--- src/rtl/flash_seq_pkg.sv ---
package flash_seq_pkg;

   typedef enum logic [1:0] {
      OP_PROG = 2'd0,
      OP_SECT = 2'd1,
      OP_CHIP = 2'd2,
      OP_NONE = 2'd3
   } op_e;

   typedef enum logic [1:0] {
      PH_IDLE,
      PH_SETUP,
      PH_PULSE,
      PH_HOLD
   } phase_e;

   typedef enum logic [1:0] {
      ST_IDLE,
      ST_CMD,
      ST_POLL
   } state_e;

   localparam logic [7:0] CMD_KEY1  = 8'hAA;
   localparam logic [7:0] CMD_KEY2  = 8'h55;
   localparam logic [7:0] CMD_PROG  = 8'hA0;
   localparam logic [7:0] CMD_ERASE = 8'h80;
   localparam logic [7:0] CMD_SECT  = 8'h20;
   localparam logic [7:0] CMD_CHIP  = 8'h10;

endpackage

--- src/rtl/flash_seq_cmdrom.sv ---
module flash_seq_cmdrom
   import flash_seq_pkg::*;
#(
   parameter int AW        = 19,
   parameter int ADDR_A    = 'h555,
   parameter int ADDR_B    = 'h2AA,
   parameter int SECT_BITS = 7
) (
   input  op_e           op,
   input  logic [2:0]    step,
   input  logic [AW-1:0] req_addr,
   input  logic [7:0]    req_data,
   output logic [AW-1:0] cyc_addr,
   output logic [7:0]    cyc_data
);
   localparam logic [AW-1:0] UA        = AW'(ADDR_A);
   localparam logic [AW-1:0] UB        = AW'(ADDR_B);
   localparam logic [AW-1:0] SECT_MASK = ~AW'((64'd1 << SECT_BITS) - 64'd1);

   initial begin
      assert (SECT_BITS < AW && ADDR_A < (64'd1 << AW) && ADDR_B < (64'd1 << AW))
         else $error("flash_seq_cmdrom: unlock address or sector size does not fit AW");
   end

   always_comb begin
      cyc_addr = UA;
      cyc_data = CMD_KEY1;
      unique case (step)
         3'd1: begin cyc_addr = UB; cyc_data = CMD_KEY2; end
         3'd2: cyc_data = (op == OP_PROG) ? CMD_PROG : CMD_ERASE;
         3'd3: if (op == OP_PROG) begin
                  cyc_addr = req_addr;
                  cyc_data = req_data;
               end
         3'd4: begin cyc_addr = UB; cyc_data = CMD_KEY2; end
         3'd5: if (op == OP_SECT) begin
                  cyc_addr = req_addr & SECT_MASK;
                  cyc_data = CMD_SECT;
               end else begin
                  cyc_data = CMD_CHIP;
               end
         default: ;
      endcase
   end

endmodule

--- src/rtl/flash_seq_strobe.sv ---
module flash_seq_strobe
   import flash_seq_pkg::*;
#(
   parameter int AW      = 19,
   parameter int T_SETUP = 2,
   parameter int T_PULSE = 3,
   parameter int T_HOLD  = 1
) (
   input  logic          clk,
   input  logic          rst_n,
   input  logic          start,
   input  logic          rd,
   input  logic [AW-1:0] addr_in,
   input  logic [7:0]    data_in,
   output logic          cyc_done,
   output logic          rvalid,
   output logic [7:0]    rdata,
   output logic          ce_n,
   output logic          we_n,
   output logic          oe_n,
   output logic [AW-1:0] addr,
   output logic [7:0]    dq_o,
   output logic          dq_oe,
   input  logic [7:0]    dq_i
);
   localparam int TMAX = (T_SETUP > T_PULSE) ? ((T_SETUP > T_HOLD) ? T_SETUP : T_HOLD)
                                             : ((T_PULSE > T_HOLD) ? T_PULSE : T_HOLD);
   localparam int CW   = $clog2(TMAX + 1);

   initial begin
      assert (T_SETUP >= 1 && T_PULSE >= 1 && T_HOLD >= 1)
         else $error("flash_seq_strobe: phase lengths must be at least one cycle");
   end

   phase_e        ph;
   logic [CW-1:0] cnt;
   logic          rd_q;

   always_ff @(posedge clk or negedge rst_n) begin
      if (!rst_n) begin
         ph       <= PH_IDLE;
         cnt      <= '0;
         rd_q     <= 1'b0;
         addr     <= '0;
         dq_o     <= '0;
         rdata    <= '0;
         cyc_done <= 1'b0;
         rvalid   <= 1'b0;
      end else begin
         cyc_done <= 1'b0;
         rvalid   <= 1'b0;
         unique case (ph)
            PH_IDLE: if (start) begin
               ph   <= PH_SETUP;
               cnt  <= CW'(T_SETUP - 1);
               rd_q <= rd;
               addr <= addr_in;
               dq_o <= data_in;
            end
            PH_SETUP: if (cnt == '0) begin
               ph  <= PH_PULSE;
               cnt <= CW'(T_PULSE - 1);
            end else cnt <= cnt - 1'b1;
            PH_PULSE: if (cnt == '0) begin
               ph  <= PH_HOLD;
               cnt <= CW'(T_HOLD - 1);
               if (rd_q) rdata <= dq_i;
            end else cnt <= cnt - 1'b1;
            PH_HOLD: if (cnt == '0) begin
               ph       <= PH_IDLE;
               cyc_done <= 1'b1;
               rvalid   <= rd_q;
            end else cnt <= cnt - 1'b1;
            default: ph <= PH_IDLE;
         endcase
      end
   end

   assign ce_n  = (ph == PH_IDLE);
   assign we_n  = !((ph == PH_PULSE) && !rd_q);
   assign oe_n  = !((ph == PH_PULSE) && rd_q);
   assign dq_oe = (ph != PH_IDLE) && !rd_q;

   AST_ADDR_DATA_HELD: assert property (@(posedge clk) disable iff (!rst_n)
      (!ce_n && $past(!ce_n)) |-> ($stable(addr) && $stable(dq_o)));
   AST_DATA_AT_RISE: assert property (@(posedge clk) disable iff (!rst_n)
      $rose(we_n) |-> (dq_oe && !ce_n));

endmodule

--- src/rtl/flash_seq_poll.sv ---
module flash_seq_poll #(
   parameter int MATCHES = 2
) (
   input  logic       clk,
   input  logic       rst_n,
   input  logic       clear,
   input  logic       sample_valid,
   input  logic [7:0] sample,
   input  logic       data_mode,
   input  logic       exp7,
   output logic       complete
);
   localparam int SW = $clog2(MATCHES + 1);

   initial begin
      assert (MATCHES >= 1) else $error("flash_seq_poll: MATCHES must be at least 1");
   end

   logic [SW-1:0] streak, streak_nx;
   logic          prev6, have_prev, hit;

   always_comb begin
      hit       = data_mode ? (sample[7] == exp7) : (have_prev && (sample[6] == prev6));
      streak_nx = !hit ? '0 : ((streak == SW'(MATCHES)) ? streak : streak + 1'b1);
      complete  = sample_valid && (streak_nx == SW'(MATCHES));
   end

   always_ff @(posedge clk or negedge rst_n) begin
      if (!rst_n) begin
         streak    <= '0;
         prev6     <= 1'b0;
         have_prev <= 1'b0;
      end else if (clear) begin
         streak    <= '0;
         have_prev <= 1'b0;
      end else if (sample_valid) begin
         streak    <= streak_nx;
         prev6     <= sample[6];
         have_prev <= 1'b1;
      end
   end

   AST_STREAK_RANGE: assert property (@(posedge clk) disable iff (!rst_n)
      streak <= SW'(MATCHES));

endmodule

--- src/rtl/flash_seq_ctrl.sv ---
module flash_seq_ctrl
   import flash_seq_pkg::*;
#(
   parameter int AW        = 19,
   parameter int T_SETUP   = 2,
   parameter int T_PULSE   = 3,
   parameter int T_HOLD    = 1,
   parameter int ADDR_A    = 'h555,
   parameter int ADDR_B    = 'h2AA,
   parameter int SECT_BITS = 7,
   parameter int MATCHES   = 2,
   parameter int TO_PROG   = 5000,
   parameter int TO_SECT   = 25000,
   parameter int TO_CHIP   = 250000
) (
   input  logic          clk,
   input  logic          rst_n,
   input  logic          req_valid,
   output logic          req_ready,
   input  logic [1:0]    req_op,
   input  logic [AW-1:0] req_addr,
   input  logic [7:0]    req_data,
   input  logic          req_data_poll,
   output logic          done,
   output logic          err,
   output logic          flash_ce_n,
   output logic          flash_we_n,
   output logic          flash_oe_n,
   output logic [AW-1:0] flash_addr,
   output logic [7:0]    flash_dq_o,
   output logic          flash_dq_oe,
   input  logic [7:0]    flash_dq_i
);
   localparam int TO_MAX = (TO_PROG > TO_SECT) ? ((TO_PROG > TO_CHIP) ? TO_PROG : TO_CHIP)
                                               : ((TO_SECT > TO_CHIP) ? TO_SECT : TO_CHIP);
   localparam int TW     = $clog2(TO_MAX + 1);

   state_e        st;
   op_e           op_q;
   logic [AW-1:0] addr_q;
   logic [7:0]    data_q;
   logic          mode_q;
   logic [2:0]    step, last_step;
   logic          issue;
   logic [TW-1:0] to_cnt, lim;
   logic [AW-1:0] cyc_addr;
   logic [7:0]    cyc_data, rdata;
   logic          cyc_done, rvalid, complete, polling;

   assign polling   = (st == ST_POLL);
   assign last_step = (op_q == OP_PROG) ? 3'd3 : 3'd5;
   assign req_ready = (st == ST_IDLE);

   always_comb begin
      unique case (op_q)
         OP_SECT: lim = TW'(TO_SECT);
         OP_CHIP: lim = TW'(TO_CHIP);
         default: lim = TW'(TO_PROG);
      endcase
   end

   flash_seq_cmdrom #(.AW(AW), .ADDR_A(ADDR_A), .ADDR_B(ADDR_B), .SECT_BITS(SECT_BITS)) u_rom (
      .op(op_q), .step(step), .req_addr(addr_q), .req_data(data_q),
      .cyc_addr(cyc_addr), .cyc_data(cyc_data)
   );

   flash_seq_strobe #(.AW(AW), .T_SETUP(T_SETUP), .T_PULSE(T_PULSE), .T_HOLD(T_HOLD)) u_strobe (
      .clk(clk), .rst_n(rst_n), .start(issue), .rd(polling),
      .addr_in(polling ? addr_q : cyc_addr), .data_in(cyc_data),
      .cyc_done(cyc_done), .rvalid(rvalid), .rdata(rdata),
      .ce_n(flash_ce_n), .we_n(flash_we_n), .oe_n(flash_oe_n),
      .addr(flash_addr), .dq_o(flash_dq_o), .dq_oe(flash_dq_oe), .dq_i(flash_dq_i)
   );

   flash_seq_poll #(.MATCHES(MATCHES)) u_poll (
      .clk(clk), .rst_n(rst_n), .clear(st == ST_CMD), .sample_valid(rvalid),
      .sample(rdata), .data_mode(mode_q),
      .exp7((op_q == OP_PROG) ? data_q[7] : 1'b1), .complete(complete)
   );

   always_ff @(posedge clk or negedge rst_n) begin
      if (!rst_n) begin
         st     <= ST_IDLE;
         op_q   <= OP_PROG;
         addr_q <= '0;
         data_q <= '0;
         mode_q <= 1'b0;
         step   <= '0;
         issue  <= 1'b0;
         to_cnt <= '0;
         done   <= 1'b0;
         err    <= 1'b0;
      end else begin
         done  <= 1'b0;
         err   <= 1'b0;
         issue <= 1'b0;
         unique case (st)
            ST_IDLE: if (req_valid && (op_e'(req_op) != OP_NONE)) begin
               op_q   <= op_e'(req_op);
               addr_q <= req_addr;
               data_q <= req_data;
               mode_q <= req_data_poll;
               step   <= '0;
               to_cnt <= '0;
               issue  <= 1'b1;
               st     <= ST_CMD;
            end
            ST_CMD: if (cyc_done) begin
               issue <= 1'b1;
               if (step == last_step) st <= ST_POLL;
               else                   step <= step + 1'b1;
            end
            ST_POLL: begin
               if (to_cnt != TW'(TO_MAX)) to_cnt <= to_cnt + 1'b1;
               if (cyc_done) begin
                  if (complete) begin
                     done <= 1'b1;
                     st   <= ST_IDLE;
                  end else if (to_cnt >= lim) begin
                     err <= 1'b1;
                     st  <= ST_IDLE;
                  end else begin
                     issue <= 1'b1;
                  end
               end
            end
            default: st <= ST_IDLE;
         endcase
      end
   end

   AST_ACCEPT_BUSY: assert property (@(posedge clk) disable iff (!rst_n)
      (req_valid && req_ready && req_op != 2'd3) |=> !req_ready);
   AST_NO_WRITE_POLL: assert property (@(posedge clk) disable iff (!rst_n)
      polling |-> flash_we_n);
   AST_DONE_ERR_EXCL: assert property (@(posedge clk) disable iff (!rst_n)
      !(done && err));
   AST_DONE_PULSE: assert property (@(posedge clk) disable iff (!rst_n)
      done |=> !done);
   AST_DONE_READY: assert property (@(posedge clk) disable iff (!rst_n)
      done |-> req_ready);
   AST_ERR_PULSE: assert property (@(posedge clk) disable iff (!rst_n)
      err |=> (!err && req_ready));

endmodule

--- config.mk ---
export PLATFORM = sky130hd
export DESIGN_NAME = flash_seq_ctrl
export DESIGN_NICKNAME = d
export VERILOG_FILES = /design/src/rtl/flash_seq_pkg.sv /design/src/rtl/flash_seq_cmdrom.sv /design/src/rtl/flash_seq_strobe.sv /design/src/rtl/flash_seq_poll.sv /design/src/rtl/flash_seq_ctrl.sv
export SDC_FILE = /design/constraint.sdc
export NUM_CORES = 1
export LEC_CHECK = 0
export BUFFER_PORTS_ARGS = -buffer_cell sky130_fd_sc_hd__buf_2
export CAP_MARGIN = 40
export CORE_UTILIZATION = 56
export CTS_CLUSTER_DIAMETER = 200
export DETAILED_ROUTE_END_ITERATION = 8
export PLACE_DENSITY = 0.79
export SYNTH_ARGS = -nofsm -noshare
export SYNTH_HDL_FRONTEND = slang
export SYNTH_SLANG_ARGS = --single-unit
--- constraint.sdc ---
create_clock -name clk -period 3.6 [get_ports clk]
set_input_delay 0.72 -clock clk [delete_from_list [all_inputs] [get_ports clk]]
set_output_delay 0.72 -clock clk [all_outputs]
set_load 0.02 [all_outputs]
==> flow_summary.toml, run 1 <==
[synth]
yosys_warnings = 0
synth_area_leaders = "dfrtp_1 49%, nand2_1 11%, ha_1 7.7%"
yosys.area.top_type = "dfrtp_1"
synth_edf_count = 0
synth.most_common_cell = "nand2_1"
synth-seq-area-share = 0.4945
ys_seq_elements = 96
syn_area_um2 = 4858
syn_avg_cell_area_um2 = 9.031
ys.flop_type = "dfrtp_1"
synth_nets = 609
synth_cell_types = 53
async_flop_share = 1.000
syn_inst = 538
synth_common_cells = "139 x nand2_1, 96 x dfrtp_1, 39 x nor2_1"
yosysTopAreaCellShare = 0.4945

[detailed_routing]
wl_um = 10820
firstDrtPassIters = 4
wl_met2_um = 5389
ant_nets = 0
vias_per_cell = 5.592
wl_met3_um = 423
wl_per_cell_um = 15.13
num_vias = 3998
dr.first_iter.drc_count = 201
topRoutingLayerUsed = "met4"
met1_length_um = 4824
drc = 0

[finish]
syn_to_final_growth_pct = 13.78
instances_no_fill = 715
fin_nets = 676
post_route_cells_drive_above_1_share = 0.1689
num-fill-cells = 687
antenna_cells = 0
post-route-cell-area_um2 = 5528

[timing]
max_freq_mhz = 426.4
setup_viol = 0
post-route-period-util = 0.6515
finalClockSkew_ps = 11.15
maxSlewViolCount = 0
slew_headroom = 0.5191
fin_tns_setup_ps = 0
worstMarginPinSlew_ps = 721.4
hold_viol_final = 0
finalCriticalPeriod_ps = 2345
rsz0062_at_grt = "no"

[min_path]
min_path_type = "in2async"

[power]
power_leakage_uw = 0.002678
peakVddDrop_mv = 0.5895
p_seq_frac = 0.418
p_sw_uw = 1640
finalPower_uw = 3965
p_comb_frac = 0.389
p_clk_frac = 0.193
p_int_uw = 2325
swShare = 0.4135
powerDensity_nw_per_um2 = 717.3

[job]
maxCapViolCount = 0

[floorplan]
rows = 33
die_area_um2 = 9053
ios = 75
initial_utilization = 0.5854
core_um2 = 8299
die_w_um = 95.15
die-height_um = 95.15

[critical_path]
crit_type = "reg2reg"
r2r_start = "step[0]"
crit_path_start_kind = "flop"
cp_data_required_time_ps = 3840
reg2reg_setup_slack_ps = 1250
crit_arrival_ps = 2590
crit_path_start = "step[0]"
crit_fanout = 10
cp-end-kind = "flop"

[placed_design]
numPlacedInstances = 699
place.gp.congestion = 0.8889
port_buffers = 68
dpl_cell_area_um2 = 5306
dp_hpwl_um = 7736

[clocking]
clockRootBuffer = "clkbuf_8"
cts_hold_buf = 0
cts.path.max_buffers = 2
clk_pin_slew_ps = 110
cts_tree = "built"
worstSkewPairLatency_ps = 370
cts_setup_buffers = 0
numCtsBuffers = 9
cts_resized = 0
clock-sinks = 96
h-tree-depth = 3

[global_routing]
antenna_found_initial = 0
grt_use_total = 0.2543
overflow = 0
grt_pass1_vias = 3823
grt_max_degree = 52
grt_pass1_wl_um = 17640

[run_status]
outcome = "completed"
==> stage by stage <==
step                        util  hold WS [ps]  setup WS, ps
after floorplan                -         424.4          1691
after global placement    0.6376         457.6          1242
after detailed placement  0.6394         462.0          1273
after CTS                 0.6661         392.2          1281
after global routing      0.6661         413.9          1087
final                     0.6661         373.9          1255
==> layer usage <==
metal / track usage / vias up
met5: 0 / -
met4: 0.09470 / 0
met3: 0.03668 / 14
met2: 0.4232 / 105
met1: 0.3364 / 1925
li1: - / 1954
==> sequential cells by signal, indices dropped and copies added (netlist names), 3 cells and up <==
signal         count
addr_q            19
step               3
u_strobe.dq_o      8
u_strobe.addr     19
data_q             8
to_cnt            18
==> path summary, 6_finish.rpt <==
check | end | cells after the start
setup / recovery | u_strobe.addr[9] | 7
hold / removal | to_cnt[5] | 1
setup reg to reg | u_strobe.addr[9] | 7
hold reg to reg | u_strobe.addr[17] | 2
max in group asynchronous | u_strobe.ph[0] | 2
min in group clk | u_strobe.addr[17] | 2
==> layout by cell type, fill, tap and decap left out, types with 3 or more instances in the layout <==
cell,instances
o21ai_0,37
nand2_1,139
buf_4,6
nor3_1,8
nor2_1,39
dfrtp_1,96
xnor2_1,12
clkbuf_8,9
nand3_1,12
mux2i_1,4
o21ai_1,3
mux2_2,4
buf_2,67
nand4_1,4
and3_1,3
a31oi_1,7
a21oi_1,29
or3_1,5
nor4_1,7
nor2b_1,5
nand2b_1,10
ha_1,30
inv_1,29
inv_8,3
==> power groups by stage <==
stage / Combinational (µW) / Sequential (µW) / Clock, µW
2_1_floorplan: 991 / 1730 / 0
3_3_place_gp: 1450 / 1660 / 0
3_5_place_dp: 1530 / 1670 / 0
4_1_cts: 1540 / 1660 / 779
5_1_grt: 1730 / 1710 / 820
6_report: 1540 / 1660 / 766
==> critical path: stages, from the launching register on <==
cell,delay [ps]
dfrtp_1,450
ha_1,230
ha_1,320
inv_1,200
o21ai_0,140
a21oi_1,620
nand2b_1,200
a21oi_1,70
==> cells by family after synthesis <==
kind of cell,Yosys count,synth area share
muxes,8,0.01751
DFF,96,0.4945
adders and majority gates,30,0.07726
AOI/OAI and AO/OA,101,0.1231
buffers and inverters,47,0.03863
and+or+nand+nor,244,0.2274
xor gates and xnor gates,12,0.02163
==> layout make-up <==
| type | instances | area, µm² | area share |
|---|---|---|---|
| clock buffers | 9 | 123.9 | 0.02241 |
| clock inverters | 7 | 97.59 | 0.01766 |
| inverters | 29 | 108.9 | 0.01969 |
| multi-input cells | 395 | 2268 | 0.4104 |
| flip-flops and latches | 96 | 2402 | 0.4346 |
| well taps | 105 | 131.4 | 0.02377 |
| repair buffers | 74 | 395.4 | 0.07153 |
No activity file was read; power rests on OpenSTA's default activity.
==> run 2: changes to the inputs <==
Clock period 3.6 ns to 2.2 ns, I/O delays scaled along.
==> run 2 against run 1 <==
  * First-iteration DRC count rose by 63%
  * Critical endpoint is now err
  * Via count rose by 2.4%
  * Cell count rose by 1.8%
  * Clock skew rose by 1.7 ps
  * Register-to-register slack got worse by 1200 ps
  * Global-route usage rose by 0.31 points
  * Maximum frequency rose by 8.5%
==> flow_summary.toml, run 2 (synthesized netlist as in run 1, its figures left out) <==
[run_status]
outcome = "completed"

[job]
maxCapViolCount = 0

[placed_design]
dp_hpwl_um = 7836
pre_cts_slack_ps = 45.41
port_buffers = 68
dpl_cell_area_um2 = 5386
place.gp.congestion = 0.9073

[timing]
fin_ws_ps = 38.66
post-route-period-util = 0.9824
finalClockSkew_ps = 12.82
max_freq_mhz = 462.7
finalCriticalPeriod_ps = 2161
slew_headroom = 0.6080
worstMarginPinSlew_ps = 587.4
hold_slack_ps = 251.8
hold_viol_final = 0
maxSlewViolCount = 0
setup_viol = 0

[detailed_routing]
wl_per_cell_um = 15.03
dr.first_iter.drc_count = 328
num_vias = 4093
ant_nets = 0
drc = 0
vias_per_cell = 5.622
firstDrtPassIters = 5
wl_um = 10940

[global_routing]
overflow = 0
grt_use_total = 0.2574
grt_pass1_wl_um = 17840
grt_pass1_vias = 3905
antenna_found_initial = 0
grt_max_degree = 45

[min_path]
min_path_type = "in2reg"
min_path_cells = 3
min_to = "addr_q[9]"
worstHoldStart = "req_addr[9]"

[critical_path]
critPathMaxStageDelay_ps = 410
cp_data_required_time_ps = 2490
cp-end-kind = "flop"
reg2reg_depth = 9
crit_path_start_kind = "flop"
crit_fanout = 5
crit_arrival_ps = 2450
r2r_end = "err"
reg2reg_setup_slack_ps = 40
r2r_start = "op_q[0]"
cp_cell_sequence = "inv_2 -> ha_2 -> inv_2 -> ha_1 -> nand4_1 -> nor4_2 -> a21oi_1 -> o211ai_1 -> nor3b_2"
crit_top_cell = "inv_2"
slowest_stage = "dfrtp_1"
worst-path-buf-inv = 2
crit_type = "reg2reg"
cp_top_family = "simple AND/OR/NAND/NOR gates"

[power]
p_seq_frac = 0.414
p_sw_uw = 2735
powerDensity_nw_per_um2 = 1160
finalPower_uw = 6578
peakVddDrop_mv = 0.8522
power_leakage_uw = 0.002726
p_comb_frac = 0.410
p_clk_frac = 0.176
p_int_uw = 3842
swShare = 0.4159

[floorplan]
initial_utilization = 0.5854
die-height_um = 95.15
ios = 75
core_um2 = 8299
rows = 33
die_area_um2 = 9053
die_w_um = 95.15

[finish]
final_cell_mix = "139 x nand2_1, 95 x dfrtp_1, 67 x buf_2, 39 x nor2_1, 37 x o21ai_0"
fin_nets = 689
post-route-cell-area_um2 = 5672
syn_to_final_growth_pct = 16.74
reg.largest.list = "addr_q x19, u_strobe.addr x19, to_cnt x18"
antenna_cells = 0
layout_commonest_cell = "nand2_1"
post_route_cells_drive_above_1_share = 0.2039

[clocking]
numCtsBuffers = 9
clockRootBuffer = "clkbuf_8"
h-tree-depth = 3
cts.path.max_buffers = 2
cts_tree = "built"
worstSkewPairLatency_ps = 370
clk_pin_slew_ps = 110
clock-sinks = 96
run 2: timing repair:
action	in CTS	in global routing
hold buffers	1	0
setup endpoints to repair	0	9
gates resized for setup	0	12
endpoints found under the hold margin	25	0
buffers inserted	0	2
run 2: area by class of cell:
type	instances	area [µm²]
multi-input cells	395	2330
well taps	105	131.4
repair buffers	87	500.5
clock buffers	10	137.6
fillers	656	2628
clock inverters	6	60.06
inverters	29	108.9
flip-flops and latches	96	2404
run 2: worst max path at each step:
| stage | startpoint | end | slack, ps | cells past startpoint |
|---|---|---|---|---|
| after detailed placement | op_q[0] | err | 50 | 9 |
| after global placement | op_q[0] | err | 150 | 9 |
| after global routing | op_q[0] | err | -60 | 9 |
| after floorplan | step[2] | u_strobe.addr[7] | 320 | 9 |
| final | op_q[0] | err | 40 | 9 |
| after CTS | op_q[0] | err | 20 | 9 |
run 2: power groups by stage:
stage,Combinational (µW),Sequential [µW],Clock [µW]
after floorplan,1620,2830,0
after global placement,2450,2730,0
after detailed placement,2560,2750,0
after CTS,2600,2710,1180
after global routing,3040,2790,1250
final,2700,2720,1160
run 2: worst reg2reg max path, delay by kind of cell (launching register included):
kind / cells / cell delay (ps)
and+or+nand+nor: 3 / 670
adders and majority gates: 2 / 520
AOI/OAI and AO/OA: 2 / 300
DFF: 1 / 410
buffers and inverters: 2 / 180
run 2: metal layers:
metal  share of wire  vias up  global-route usage
li1                -     1986                   -
met1            0.44     1964              0.3412
met2            0.49      126              0.4220
met3           0.052       17             0.05662
met4           0.017        0             0.07828
met5               0        -                   0
run 2: through the flow:
step	setup TNS [ps]	util	std cells
after floorplan	0	-	538
after global placement	0	0.6490	709
after detailed placement	0	0.6490	709
after CTS	0	0.6741	726
after global routing	-128.4	0.6834	728
final	0	0.6834	728
==> run 3: changes to the inputs <==
Settings changed: RECOVER_POWER set to 25.
==> run 3 against run 2 <==
  * Cell count did not move
  * Count of clock-buffer cells in the layout unchanged
  * Combinational power is essentially flat
  * Setup slack worse by 10 ps
  * Cell area fell by 0.38%
  * Hold slack gained 0.85 ps
  * Register-to-register slack hardly changed
  * Clock power is essentially flat
==> flow_summary.toml, run 3 (synthesized netlist as in run 1, its figures left out) <==
[critical_path]
cp-end-kind = "flop"
crit_path_start = "op_q[0]"
reg2reg_setup_slack_ps = 30
r2r_end = "err"
r2r_start = "op_q[0]"
crit_arrival_ps = 2460
crit_fanout = 5
critPathMaxStageDelay_ps = 410
cp_top_family = "simple AND/OR/NAND/NOR gates"
worst-path-buf-inv = 2
cp_cell_sequence = "inv_2 -> ha_2 -> inv_2 -> ha_1 -> nand4_1 -> nor4_2 -> a21oi_1 -> o211ai_1 -> nor3b_2"
reg2reg_depth = 9
crit_type = "reg2reg"
crit_top_cell = "inv_2"
cp_data_required_time_ps = 2490
crit_path_start_kind = "flop"
slowest_stage = "dfrtp_1"

[timing]
slew_headroom = 0.5399
hold_slack_ps = 252.7
post-route-period-util = 0.9870
finalClockSkew_ps = 12.28
hold_viol_final = 0
max_freq_mhz = 460.5
setup_viol = 0
finalCriticalPeriod_ps = 2172
maxSlewViolCount = 0
fin_ws_ps = 28.49
worstMarginPinSlew_ps = 690.2

[power]
finalPower_uw = 6561
power_leakage_uw = 0.002717
peakVddDrop_mv = 0.8523
powerDensity_nw_per_um2 = 1161

[min_path]
min_path_cells = 3
worstHoldStart = "req_addr[9]"
min_path_type = "in2reg"
min_to = "addr_q[9]"

[finish]
antenna_cells = 0
num-fill-cells = 659
layout_commonest_cell = "nand2_1"
fin_nets = 689
post-route-cell-area_um2 = 5650
syn_to_final_growth_pct = 16.30
post_route_cells_drive_above_1_share = 0.2022
reg.largest.list = "addr_q x19, u_strobe.addr x19, to_cnt x18"
finish.utilization = 0.6808
final_cell_mix = "139 x nand2_1, 95 x dfrtp_1, 67 x buf_2, 39 x nor2_1, 37 x o21ai_0"

[placed_design]
dp_hpwl_um = 7836
pre_cts_slack_ps = 45.41
port_buffers = 68
dpl_cell_area_um2 = 5386
place.gp.congestion = 0.9073

[detailed_routing]
dr.first_iter.drc_count = 329
vias_per_cell = 5.584
drc = 0
wl_um = 10880
num_vias = 4065
ant_nets = 0
wl_per_cell_um = 14.95
firstDrtPassIters = 4

[floorplan]
die-height_um = 95.15
core_um2 = 8299
initial_utilization = 0.5854
ios = 75
rows = 33
die_area_um2 = 9053
die_w_um = 95.15

[clocking]
cts_tree = "built"
clockRootBuffer = "clkbuf_8"
numCtsBuffers = 9
clock-sinks = 96
worstSkewPairLatency_ps = 370
clk_pin_slew_ps = 100
h-tree-depth = 3
cts.path.max_buffers = 2

[global_routing]
grt_pass1_wl_um = 17840
antenna_found_initial = 0
grt_use_total = 0.2574
grt_pass1_vias = 3905
overflow = 0
grt_max_degree = 45

[run_status]
outcome = "completed"

[job]
maxCapViolCount = 0
==> run 3: changes by cell type in the layout (fill, tap and decap cells not counted) <==
cell	previous run	this run
clkbuf_1	0	1
clkbuf_4	0	1
buf_4	18	15
buf_12	1	0
clkbuf_2	0	2
==> run 3: final cells by class <==
class	count	area, µm²	area share
clock buffers	10	137.6	0.02436
multi-input cells	395	2330	0.4123
well taps	105	131.4	0.02325
clock inverters	6	60.06	0.01063
repair buffers	87	479.2	0.08481
inverters	29	108.9	0.01926
flip-flops and latches	96	2404	0.4254
==> run 3: report_power, final <==
| group | internal, µW | leakage (µW) | switching [µW] |
|---|---|---|---|
| registers | 2310 | 0.00123 | 416 |
| logic | 1060 | 0.00138 | 1630 |
| clock network | 472 | 0.000102 | 680 |
==> run 3: per-layer routing <==
metal	routed length [µm]	vias to the layer above	global-route usage	part of all wire
met5	0	-	0	0
li1	-	1982	-	-
met2	5364	113	0.4220	0.49
met3	498	17	0.05662	0.046
met4	178	0	0.07828	0.016
met1	4839	1953	0.3412	0.44
==> run 3: worst register-to-register path, stage by stage (launching register included) <==
cell	delay, ps
dfrtp_1	410
inv_2	100
ha_2	210
inv_2	80
ha_1	310
nand4_1	150
nor4_2	290
a21oi_1	100
o211ai_1	210
nor3b_2	240
==> run 3: timing repair <==
action	CTS	global route
endpoints found under the setup margin	0	9
hold endpoints to repair	25	0
hold buffers	1	0
resized for setup	0	12
buffers inserted	0	2
==> run 3: worst max-delay path by stage <==
stage                                   to  slack [ps]  cells after the start
after floorplan           u_strobe.addr[7]         320                      9
after global placement                 err         150                      9
after detailed placement               err          50                      9
after CTS                              err          20                      9
after global routing                   err         -60                      9
final                                  err          30                      9
==> run 3: per-stage QoR <==
| step | std cells | TNS [ps] |
|---|---|---|
| floorplan | 538 | 0 |
| global placement | 709 | 0 |
| detailed placement | 709 | 0 |
| CTS | 726 | 0 |
| global route | 728 | -128.4 |
| finish | 728 | 0 |
